==> src/rtl/svmon_pkg.sv <==
package svmon_pkg;
  localparam int REG_W    = 16;
  localparam int THR_W    = 4;
  localparam int POS_EN   = 0;
  localparam int POS_RDY  = 1;
  localparam int POS_IE   = 2;
  localparam int POS_FLAG = 3;
  localparam int POS_THR  = 8;

  typedef struct packed {
    logic             en;
    logic             ie;
    logic             flag;
    logic [THR_W-1:0] thr;
  } svmon_regs_t;

  function automatic logic [REG_W-1:0] pack_image(svmon_regs_t r, logic rdy);
    logic [REG_W-1:0] img;
    img                           = '0;
    img[POS_EN]                   = r.en;
    img[POS_RDY]                  = rdy;
    img[POS_IE]                   = r.ie;
    img[POS_FLAG]                 = r.flag;
    img[POS_THR +: THR_W]         = r.thr;
    return img;
  endfunction
endpackage

==> src/rtl/svmon_sync.sv <==
module svmon_sync #(
  parameter int STAGES = 2
) (
  input  logic clk,
  input  logic rst_n,
  input  logic d_async,
  output logic d_sync
);
  logic [STAGES-1:0] chain_q;

  always_ff @(posedge clk or negedge rst_n) begin
    if (!rst_n) chain_q <= '0;
    else        chain_q <= {chain_q[STAGES-2:0], d_async};
  end

  assign d_sync = chain_q[STAGES-1];
endmodule

==> src/rtl/svmon_settle.sv <==
module svmon_settle #(
  parameter int SETTLE_CYCLES = 5000
) (
  input  logic clk,
  input  logic rst_n,
  input  logic en_i,
  output logic ready_o
);
  localparam int CW = $clog2(SETTLE_CYCLES + 1);
  localparam logic [CW-1:0] LIMIT = CW'(SETTLE_CYCLES);

  logic [CW-1:0] cnt_q;

  always_ff @(posedge clk or negedge rst_n) begin
    if (!rst_n)              cnt_q <= '0;
    else if (!en_i)          cnt_q <= '0;
    else if (cnt_q != LIMIT) cnt_q <= cnt_q + 1'b1;
  end

  assign ready_o = en_i && (cnt_q == LIMIT);

  assert_cnt_clear_R7: assert property (@(posedge clk) disable iff (!rst_n)
    !en_i |=> (cnt_q == '0));
  assert_ready_after_enable_R7: assert property (@(posedge clk) disable iff (!rst_n)
    $rose(ready_o) |-> $past(en_i));
endmodule

==> src/rtl/svmon_flag.sv <==
module svmon_flag (
  input  logic clk,
  input  logic rst_n,
  input  logic hw_set,
  input  logic sw_wr,
  input  logic sw_val,
  output logic flag_o
);
  logic flag_q;

  always_ff @(posedge clk or negedge rst_n) begin
    if (!rst_n)      flag_q <= 1'b0;
    else if (hw_set) flag_q <= 1'b1;
    else if (sw_wr)  flag_q <= sw_val;
  end

  assign flag_o = flag_q;

  assert_hw_set_wins_R5: assert property (@(posedge clk) disable iff (!rst_n)
    hw_set |=> flag_o);
  assert_flag_sticky_R5: assert property (@(posedge clk) disable iff (!rst_n)
    (flag_o && !sw_wr) |=> flag_o);
endmodule

==> src/rtl/svmon_ctrl.sv <==
module svmon_ctrl
  import svmon_pkg::*;
#(
  parameter int SETTLE_CYCLES = 5000,
  parameter int SYNC_STAGES   = 2
) (
  input  logic              clk,
  input  logic              rst_n,
  input  logic              wr_en,
  input  logic [REG_W-1:0]  wr_data,
  output logic [REG_W-1:0]  rd_data,
  input  logic              below_async,
  output logic [THR_W-1:0]  thresh_code,
  output logic              irq
);
  svmon_regs_t regs_q;
  logic        ready;
  logic        below_sync;
  logic        flag;

  always_ff @(posedge clk or negedge rst_n) begin
    if (!rst_n) begin
      regs_q.en  <= 1'b0;
      regs_q.ie  <= 1'b0;
      regs_q.thr <= '0;
    end else if (wr_en) begin
      regs_q.en <= wr_data[POS_EN];
      regs_q.ie <= wr_data[POS_IE];
      if (!regs_q.en) regs_q.thr <= wr_data[POS_THR +: THR_W];
    end
  end

  svmon_sync #(.STAGES(SYNC_STAGES)) u_sync (
    .clk(clk), .rst_n(rst_n), .d_async(below_async), .d_sync(below_sync)
  );

  svmon_settle #(.SETTLE_CYCLES(SETTLE_CYCLES)) u_settle (
    .clk(clk), .rst_n(rst_n), .en_i(regs_q.en), .ready_o(ready)
  );

  svmon_flag u_flag (
    .clk(clk), .rst_n(rst_n),
    .hw_set(ready && below_sync),
    .sw_wr(wr_en), .sw_val(wr_data[POS_FLAG]),
    .flag_o(flag)
  );

  // The flag register lives in u_flag, so the copy held here is unused.
  svmon_regs_t image_src;
  always_comb begin
    image_src      = regs_q;
    image_src.flag = flag;
  end

  assign rd_data     = pack_image(image_src, ready);
  assign thresh_code = regs_q.thr;
  assign irq         = flag && regs_q.ie;

  assert_thr_locked_R3: assert property (@(posedge clk) disable iff (!rst_n)
    regs_q.en |=> $stable(thresh_code));
  assert_irq_gated_R6: assert property (@(posedge clk) disable iff (!rst_n)
    irq |-> (rd_data[POS_FLAG] && rd_data[POS_IE]));
  assert_low_sets_flag_R9: assert property (@(posedge clk) disable iff (!rst_n)
    (rd_data[POS_RDY] && below_sync) |=> rd_data[POS_FLAG]);
endmodule

==> config.mk <==
export PLATFORM = sky130hd
export DESIGN_NAME = svmon_ctrl
export DESIGN_NICKNAME = d
export VERILOG_FILES = /design/src/rtl/svmon_pkg.sv /design/src/rtl/svmon_sync.sv /design/src/rtl/svmon_settle.sv /design/src/rtl/svmon_flag.sv /design/src/rtl/svmon_ctrl.sv
export SDC_FILE = /design/constraint.sdc
export NUM_CORES = 1
export LEC_CHECK = 0
export BUFFER_PORTS_ARGS = -buffer_cell sky130_fd_sc_hd__buf_2
export CORE_AREA = 2 2 65 67
export CTS_CLUSTER_SIZE = 14
export DETAILED_ROUTE_END_ITERATION = 16
export DIE_AREA = 0 0 67 69
export PLACE_DENSITY = 0.55
export SYNTH_ARGS = -nofsm -noshare
export SYNTH_HDL_FRONTEND = slang
export SYNTH_SLANG_ARGS = --single-unit
==> constraint.sdc <==
create_clock -name clk -period 2.9 [get_ports clk]
set_clock_uncertainty 0.2 [all_clocks]
set_input_delay 0.58 -clock clk [delete_from_list [all_inputs] [get_ports clk]]
set_output_delay 0.58 -clock clk [all_outputs]
set_load 0.01 [all_outputs]
# Word level (Yosys, flattened, before mapping)
# Cells that the tools add are included.
totals:
  ff_bits: 22
  latchBits: 0
  mem_bits_rw: 0
  mem_bits_ro: 0
  in_bits: 20
  output_inout_bits: 21
  word_cells: 20
  memories: 0
op_classes:
  n_addsub: 1
  n_mul: 0
  div: 0
  magnitude_cmp: 0
  n_eq_ne: 3
  shift: 0
  n_mux: 4
  n_bitwise: 1
  n_reduce_logical: 5
op_table:
  columns: ["op", "n"]
  rows:
  - ["2-to-1 mux 13 bit", 2]
  - ["adder 13 x 1 -> 13 bit, second input constant", 1]
  - ["== test 13 bit, second input constant", 1]
  - ["inequality test 13 bit, second input constant", 1]
  - ["logical AND 1 bit", 3]
  - ["2-to-1 mux 1 bit", 2]
  - ["inequality test 2 x 1 -> 1 bit, second input constant", 1]
  - ["AND reduction 2 bit", 1]
  - ["nonzero test 2 bit", 1]
  - ["inverter 1 bit", 1]

# Longest topological paths before layout
# Gate-level depths: netlist of the first run.
depth:
  ltp_word: 4
  depth_mapped: 5
  ltp_nobuf: 5

# Modules after synthesis
# Synthesis of the first run repeated with hierarchy kept, for this count alone.
hier_totals:
  cells_unflattened: 108
  hier_area_um2: 1148.6
modules_own_cells:
  columns: ["mod", "instances", "cells_each", "area_each_um2", "seq_area_each_um2"]
  rows:
  - ["svmon_settle", 1, 73, 705.7, 325.3]
  - ["svmon_ctrl", 1, 30, 352.8, 150.1]
  - ["svmon_sync", 1, 2, 50.0, 50.0]
  - ["svmon_flag", 1, 3, 40.0, 25.0]

# Worst setup path after synthesis of the first run
# Ideal clock, no wire load.
synth_path:
  path_type: "reg-to-output"
  startpoint: "register u_settle.cnt_q[0]"
  endpoint: "output rd_data[1]"
  t_arrival_ps: 1492
  t_required_ps: 2120
  slack_ps: 628
  path_stages_with_launch: 6
  cell_sequence: "dfrtp_1 -> inv_1 -> ha_1 -> or4b_4 -> nor4_4 -> buf_4"
synth_via:
  elab_chain_cells: 2
synth_lines:
  columns: ["item", "line", "text"]
  rows:
  - ["start: declaration", "svmon_settle.sv:12", "logic [CW-1:0] cnt_q;"]
  - ["start signal: assignment", "svmon_settle.sv:17", "else if (cnt_q != LIMIT) cnt_q <= cnt_q + 1'b1;"]
  - ["== test 13 bit", "svmon_settle.sv:20", "assign ready_o = en_i && (cnt_q == LIMIT);"]
  - ["logical AND 1 bit", "svmon_settle.sv:20", null]
  - ["end: declaration", "svmon_ctrl.sv:11", "output logic [REG_W-1:0] rd_data,"]
# No other way between the ends.

# Worst setup path in the final report of the first run
# Ends and elaborated chain as after synthesis.

==> impl_metrics.csv, run 1 <==
group,metric,value,unit
run_status,status,"completed",
critical_path,timing.rr.start,"u_settle.cnt_q[0]",
synthesis,synth_cells,110,
critical_path,crit_start,"u_settle.cnt_q[0]",
critical_path,crit_arrival,1.92,ns
place,routabilityCongestion,0.769,
layout,n_fill_cell,420,
critical_path,path_class,"reg2out",
synthesis,async_flop_share,1.00,
place,portBuffers,23,
critical_path,worstPathRequired,2.12,ns
synthesis,yosysSeqAreaShare,0.478,
global_routing,gr-total-overflow,0,
clocking,cts.sink_count,22,
synthesis,synth_top_family_by_area,"simple AND/OR/NAND/NOR gates",
power,p_leak,0.557,nW
synthesis,ys_seq_elements,22,
synthesis,synthTopCellsByCount,"22 x dfrtp_1, 15 x buf_4, 9 x nand2_1",
detailed_routing,drt-initial-drc-count,19,
place,dpl_cell_area,1230,sq um
layout,stdcell_count,177,
clocking,cts_inserted_buffers,3,
layout,fin_nets,150,
global_routing,grtUsageTotal,0.0933,
die,die_w,67,um
clocking,clock_latency,0.26,ns
clocking,htreeDepth,1,
synthesis,synth_top_area_cell,"dfrtp_1",
synthesis,synth.distinct_cells,32,
synthesis,synth_top_area_frac,0.478,
clocking,cts_root_buf,"clkbuf_8",
detailed_routing,routed_via_density,4.59,
run,drv_cap,0,
die,start_util,0.294,
clocking,cts.clk_slew.worst_paths,0.08,ns
timing,fmax,371,MHz
place,dp_hpwl,1590,um
clocking,cts_resized,0,
timing,rsz0062_at_grt,"no",
place,detailedPlace.worstSlack,0.461,ns
detailed_routing,vias,813,
synthesis,synth_area_leaders,"dfrtp_1 48%, buf_4 9.8%, mux2_2 4.9%, a21oi_1 3.0%, nand2_1 2.9%",
place,dp_cells,173,
timing,setup_ws,0.201,ns
die,row_count,23,
synthesis,synth_most_common_cell,"dfrtp_1",
layout,utilization,0.334,
synthesis,synth_area,1150,sq um
critical_path,reg2reg_to,"u_settle.cnt_q[1]",
global_routing,grt_antenna_before_repair,0,
timing,hold_viol_final,0,
detailed_routing,drc,0,
min_path,hold_path_class,"in2async",
global_routing,grt_pass1_vias,780,
layout,drive_gt1_frac,0.283,
detailed_routing,first_pass_iters,4,
layout,diodes,0,
synthesis,synth_xor_xnor_area_share,0.0152,
critical_path,critPathLaunchType,"flop",
synthesis,synth-edff-count,0,
die,dieArea,4620,sq um
critical_path,cp-end-kind,"primary output",
clocking,cts_setup_buffers,0,
global_routing,grt_pass1_wl,3420,um
synthesis,synth_fa_ha_area_frac,0.0217,
timing,setup_tns,0,ns
detailed_routing,wl_per_cell,11.7,um
layout,area_growth,13.5,%
die,die_h,69,um
clocking,cts_tree,"done",
synthesis,synth_mux_area_frac,0.0750,
detailed_routing,postRouteAntennaNets,0,
critical_path,r2r_cells,5,
synthesis,syn_avg_cell_area,10.5,sq um
synthesis,ys_warn_count,0,
critical_path,cp_max_fo,5,
synthesis,synth_compound_area_frac,0.0859,
die,io_pins,41,
timing,fin_crit_sh,0.931,
detailed_routing,totalWireLength,2080,um
power,power_density,549,nW/um^2
clocking,cts_hold_buf,0,
global_routing,grt_max_degree,23,
timing,final_max_slew_viol_count,0,
die,core_area,3910,sq um
timing,finalSetupViolations,0,
power,ir_drop,0.000165,V
layout,stdcell_area,1310,sq um
clocking,clockBufferDepth,2,
synthesis,synthSimpleGateAreaFrac,0.197,
timing,post-route-min-period,2.70,ns
synthesis,ys.flop_type,"dfrtp_1",
critical_path,regToRegSetupSlack,0.89,ns
## final cells by class
cell class	count	area (sq um)	area share
Clock buffer	3	41.3	0.0316
Clock inverter	1	30.0	0.0230
Inverter	6	22.5	0.0172
Multi-Input combinational cell	72	484	0.371
Timing Repair Buffer	23	115	0.0881
Sequential cell	22	551	0.421
Tap cell	50	62.6	0.0479
## metrics by stage
stage,hold slack [ns],total power [mW]
after global placement,0.133,0.442
after global routing,0.102,0.759
after CTS,0.0901,0.727
after detailed placement,0.147,0.447
after floorplan,0.0844,0.425
final,0.0748,0.717
## registers in the layout (all words and copies together), names as in the netlist
name            count
u_settle.cnt_q     13
thresh_code         4
rd_data             2
u_sync.chain_q      2
u_flag.flag_o       1
## placed cells by master (no fill, tap or decap)
cell type   n
nand4b_1    1
nand4_1     2
nor2_1      2
or4_1       3
mux2i_1     3
nand2_1     9
o21ai_0     5
inv_1       6
bufinv_16   1
xor2_1      1
o31ai_1     3
conb_1      8
or4b_4      1
o22ai_1     1
xnor2_1     1
a221o_1     1
or4bb_1     1
nor3_2      1
nand3b_1    1
nand2b_1    1
buf_2      23
nor4_4      1
clkbuf_8    3
or3_2       1
mux2_2      5
nor2b_1     2
nand3_1     4
a21oi_1     7
ha_1        2
or3_1       3
and2_1      1
nor4_1      1
dfrtp_1    22
## cell families after synthesis
kind of cell,after synthesis
flip-flops,22
AO/OA/AOI/OAI,17
AND/OR/NAND/NOR,35
multiplexers,8
buffers and inverters,23
other,1
adder cells (fa/ha/maj),2
XOR/XNOR,2
## routing by layer
metal  share of wire  track usage  vias up
met5               0            0        -
met1            0.44        0.114      388
met3           0.067       0.0163        2
li1                -            -      396
met2            0.48        0.164       27
met4          0.0063       0.0272        0
## worst max-delay path by stage
stage	endpoint	cells past startpoint
after floorplan	rd_data[1]	5
after global placement	rd_data[1]	5
after detailed placement	rd_data[1]	5
after CTS	rd_data[1]	5
after global routing	rd_data[1]	5
final	rd_data[1]	5
## where the power goes
group / switching, mW / leakage, nW / internal [mW]
clock network: 0.0953 / 0.0357 / 0.184
registers: 0.0164 / 0.286 / 0.325
logic: 0.0529 / 0.235 / 0.0433
total: 0.165 / 0.557 / 0.553
## critical path, stage by stage (launching register included)
cell	delay, ns
dfrtp_1	0.43
inv_1	0.10
ha_1	0.16
or4b_4	0.49
nor4_4	0.30
buf_2	0.18
Power figures use the tool's default switching activity.
==> run 2, diff against run 1 <==
BUFFER_PORTS_ARGS = unset   (was -buffer_cell sky130_fd_sc_hd__buf_2)
DONT_BUFFER_PORTS = 1   (was unset)
PLACE_DENSITY = 0.46   (was 0.55)
==> impl_metrics.csv, run 2 (same netlist as run 1, synthesis figures left out) <==
group,metric,value,unit
run_status,status,"completed",
power,seqPwrFrac,0.557,
clocking,cts.clk_slew.worst_paths,0.08,ns
timing,post-route-min-period,2.61,ns
layout,fin_nets,128,
timing,rsz0062_at_grt,"no",
clocking,cts_root_buf,"clkbuf_8",
min_path,hold_path_class,"in2reg",
clocking,cts.sink_count,22,
critical_path,critPathLaunchType,"flop",
layout,stdcell_area,1180,sq um
detailed_routing,vias,749,
global_routing,grt_max_degree,23,
power,switching_share,0.266,
die,core_area,3910,sq um
die,start_util,0.294,
place,dpl_cell_area,1120,sq um
clocking,cts_tree,"done",
clocking,cts_inserted_buffers,3,
critical_path,path_buf_inv,1,
run,drv_cap,0,
layout,utilization,0.303,
timing,final_max_slew_viol_count,0,
layout,top_register,"u_settle.cnt_q",
timing,worst_pin_slew,1.00,ns
min_path,hold_start,"below_async",
clocking,htreeDepth,1,
power,p_int,0.470,mW
place,portBuffers,0,
critical_path,cp_max_fo,5,
layout,most-common-layout-cells,"22 x dfrtp_1, 9 x nand2_1, 8 x conb_1, 7 x a21oi_1, 6 x inv_1",
power,combPwrFrac,0.083,
layout,drive_gt1_frac,0.124,
layout,area_growth,2.94,%
die,row_count,23,
critical_path,timing.rr.start,"u_settle.cnt_q[0]",
detailed_routing,postRouteAntennaNets,0,
detailed_routing,first_pass_iters,4,
power,p_clk_frac,0.360,
critical_path,cp_slowest_cell,"or4b_4",
clocking,clock_latency,0.27,ns
layout,seqCellArea,551,sq um
clocking,clockBufferDepth,2,
die,die_h,69,um
critical_path,path_class,"reg2out",
place,dp_hpwl,1460,um
clocking,cts_setup_buffers,0,
layout,largest_reg_flops,13,
detailed_routing,routed_via_density,4.83,
detailed_routing,drt-initial-drc-count,41,
critical_path,cp-end-kind,"primary output",
die,io_pins,41,
layout,diodes,0,
layout,multi_input_area,484,sq um
critical_path,critPathTopFamily,"simple AND/OR/NAND/NOR gates",
critical_path,path_cells,"inv_1 > ha_1 > or4b_4 > nor4_4",
clocking,cts_resized,0,
critical_path,crit_arrival,1.83,ns
detailed_routing,wl_per_cell,13.5,um
timing,max_slew_margin,0.329,
global_routing,gr-total-overflow,0,
timing,setup_tns,0,ns
timing,fin_crit_sh,0.901,
global_routing,grtUsageTotal,0.0996,
detailed_routing,totalWireLength,2100,um
global_routing,grt_pass1_wl,3420,um
critical_path,cpPeakStageDelay,0.49,ns
layout,final_common_cell,"dfrtp_1",
global_routing,grt_antenna_before_repair,0,
power,power_density,540,nW/um^2
layout,n_fill_cell,420,
clocking,cts_hold_buf,1,
power,p_leak,0.460,nW
global_routing,grt_pass1_vias,756,
place,routabilityCongestion,0.763,
timing,hold_viol_final,0,
die,dieArea,4620,sq um
power,ir_drop,0.000157,V
detailed_routing,drc,0,
critical_path,worstPathRequired,2.12,ns
place,dp_cells,150,
die,die_w,67,um
critical_path,crit_start,"u_settle.cnt_q[0]",
timing,fmax,383,MHz
timing,finalSetupViolations,0,
layout,stdcell_count,155,
power,p_sw,0.170,mW
run 2: area by class of cell:
type                            instances  share of cell area
Inverter                                6              0.0190
Clock buffer                            4              0.0465
Tap cell                               50              0.0528
Timing Repair Buffer                    1             0.00845
Sequential cell                        22               0.465
Multi-Input combinational cell         72               0.409
run 2: per-layer routing:
metal	wire length, um	part of all wire	GRT usage	up-vias
met2	942	0.45	0.152	27
met1	986	0.47	0.123	365
li1	-	-	-	352
met4	56	0.027	0.0635	0
met5	0	0	0	-
met3	110	0.052	0.0245	5
run 2: final timing paths:
check / endpoint / slack, ns / cells past startpoint
worst max-delay path: rd_data[1] / 0.29 / 4
worst min-delay path: u_sync.chain_q[0] / 0.13 / 0
worst max register to register: u_settle.cnt_q[1] / 0.85 / 5
worst min register to register: u_sync.chain_q[1] / 0.16 / 0
max in group asynchronous: u_settle.cnt_q[6] / 1.18 / 1
min in group asynchronous: rd_data[0] / 0.72 / 1
run 2: stage by stage:
step | power [mW] | hold slack (ns) | worst slack (ns)
floorplan | 0.425 | 0.0844 | 0.628
global placement | 0.409 | 0.0849 | 0.579
detailed placement | 0.410 | 0.0849 | 0.600
CTS | 0.646 | 0.124 | 0.278
global route | 0.670 | 0.119 | 0.180
finish | 0.640 | 0.128 | 0.286
run 2: power groups by stage:
stage               Sequential (mW)  Combinational [mW]  Clock (mW)
floorplan                     0.349              0.0761           0
global placement              0.363              0.0461           0
detailed placement            0.363              0.0471           0
CTS                           0.357              0.0546       0.235
global route                  0.363              0.0609       0.246
finish                        0.356              0.0534       0.230
==> run 3, diff against run 2 <==
==> constraint.sdc (replaced) <==
create_clock -name clk -period 2.9 [get_ports clk]
set_clock_uncertainty 0.2 [all_clocks]
set_input_delay 0.435 -clock clk [delete_from_list [all_inputs] [get_ports clk]]
set_output_delay 0.435 -clock clk [all_outputs]
set_load 0.01 [all_outputs]
==> impl_metrics.csv, run 3 (same netlist as run 1, synthesis figures left out) <==
group,metric,value,unit
global_routing,gr-total-overflow,0,
min_path,hold_start,"wr_en",
timing,worst_pin_slew,1.00,ns
power,p_leak,0.464,nW
die,core_area,3910,sq um
place,portBuffers,0,
timing,finalSetupViolations,0,
global_routing,grt_max_degree,23,
layout,most-common-layout-cells,"22 x dfrtp_1, 9 x nand2_1, 8 x conb_1, 7 x a21oi_1, 6 x inv_1",
die,dieArea,4620,sq um
detailed_routing,drt-initial-drc-count,39,
critical_path,crit_arrival,1.83,ns
place,routabilityCongestion,0.763,
clocking,clock_latency,0.27,ns
layout,drive_gt1_frac,0.123,
critical_path,worstPathRequired,2.27,ns
global_routing,grt_antenna_before_repair,0,
power,finalPower,0.640,mW
global_routing,grt_pass1_vias,762,
layout,largest_reg_flops,13,
layout,top_register,"u_settle.cnt_q",
critical_path,critPathLaunchType,"flop",
timing,setup_tns,0,ns
clocking,cts.clk_slew.worst_paths,0.08,ns
power,power_density,536,nW/um^2
clocking,htreeDepth,1,
timing,fmax,405,MHz
min_path,hold_path_class,"in2reg",
run_status,status,"completed",
detailed_routing,routed_via_density,4.82,
clocking,cts_inserted_buffers,3,
critical_path,cp-end-kind,"primary output",
timing,final_max_slew_viol_count,0,
detailed_routing,vias,752,
clocking,clockBufferDepth,2,
clocking,cts_root_buf,"clkbuf_8",
clocking,cts_setup_buffers,0,
die,die_h,69,um
critical_path,timing.rr.start,"u_settle.cnt_q[0]",
detailed_routing,drc,0,
die,row_count,23,
critical_path,path_class,"reg2out",
detailed_routing,first_pass_iters,4,
die,io_pins,41,
detailed_routing,wl_per_cell,13.4,um
timing,hold_viol_final,0,
timing,post-route-min-period,2.47,ns
critical_path,cp_max_fo,5,
place,dp_hpwl,1460,um
global_routing,grt_pass1_wl,3440,um
layout,final_common_cell,"dfrtp_1",
power,ir_drop,0.000157,V
critical_path,crit_start,"u_settle.cnt_q[0]",
timing,fin_crit_sh,0.851,
clocking,cts_tree,"done",
place,detailedPlace.worstSlack,0.745,ns
timing,rsz0062_at_grt,"no",
detailed_routing,totalWireLength,2090,um
global_routing,grtUsageTotal,0.0999,
layout,diodes,0,
clocking,cts.sink_count,22,
layout,fin_nets,129,
die,die_w,67,um
layout,area_growth,3.80,%
timing,setup_ws,0.431,ns
layout,utilization,0.305,
run,drv_cap,0,
detailed_routing,postRouteAntennaNets,0,
timing,max_slew_margin,0.330,
die,start_util,0.294,
run 3: path summary, 6_finish.rpt:
path / to / slack, ns / cells past startpoint
hold / removal: rd_data[0] / 0.05 / 1
setup reg to reg: u_settle.cnt_q[1] / 0.85 / 5
hold reg to reg: u_sync.chain_q[1] / 0.16 / 0
setup / recovery: rd_data[1] / 0.43 / 4
max in group asynchronous: u_settle.cnt_q[9] / 1.32 / 1
min in group asynchronous: thresh_code[3] / 0.58 / 1
run 3: routing by layer:
| layer | share of wire | vias up | track usage |
|---|---|---|---|
| met5 | 0 | - | 0 |
| met4 | 0.027 | 0 | 0.0635 |
| met3 | 0.053 | 5 | 0.0245 |
| met2 | 0.45 | 27 | 0.153 |
| met1 | 0.47 | 366 | 0.123 |
| li1 | - | 354 | - |
run 3: stage by stage:
| stage | area, sq um | std cells | hold WS (ns) |
|---|---|---|---|
| after global routing | 1190 | 156 | 0.0679 |
| after CTS | 1190 | 156 | 0.0461 |
| final | 1190 | 156 | 0.0473 |
| after detailed placement | 1120 | 150 | -0.0601 |
| after floorplan | 1180 | 117 | -0.0606 |
| after global placement | 1120 | 150 | -0.0601 |
run 3: what timing repair did:
item                                    in CTS  in global routing
endpoints found under the hold margin       23                  0
gates resized for setup                      0                  0
endpoints found under the setup margin       0                  0
hold buffers                                 2                  0
run 3: where the power goes:
part,switching [mW],total (mW),internal (mW)
Clock,0.108,0.229,0.121
Sequential,0.0314,0.356,0.325
Combinational,0.0303,0.0544,0.0241
Total,0.169,0.640,0.471
run 3: critical path: stages (launching register included):
cell     delay, ns
dfrtp_1       0.43
inv_1         0.10
ha_1          0.16
or4b_4        0.49
nor4_4        0.39
run 3: final cells by class:
class | count | area [sq um]
flip-flops and latches | 22 | 551
multi-input cells | 72 | 484
inverters | 6 | 22.5
clock buffers | 4 | 55.1
well taps | 50 | 62.6
fillers | 420 | 2720
repair buffers | 2 | 20.0
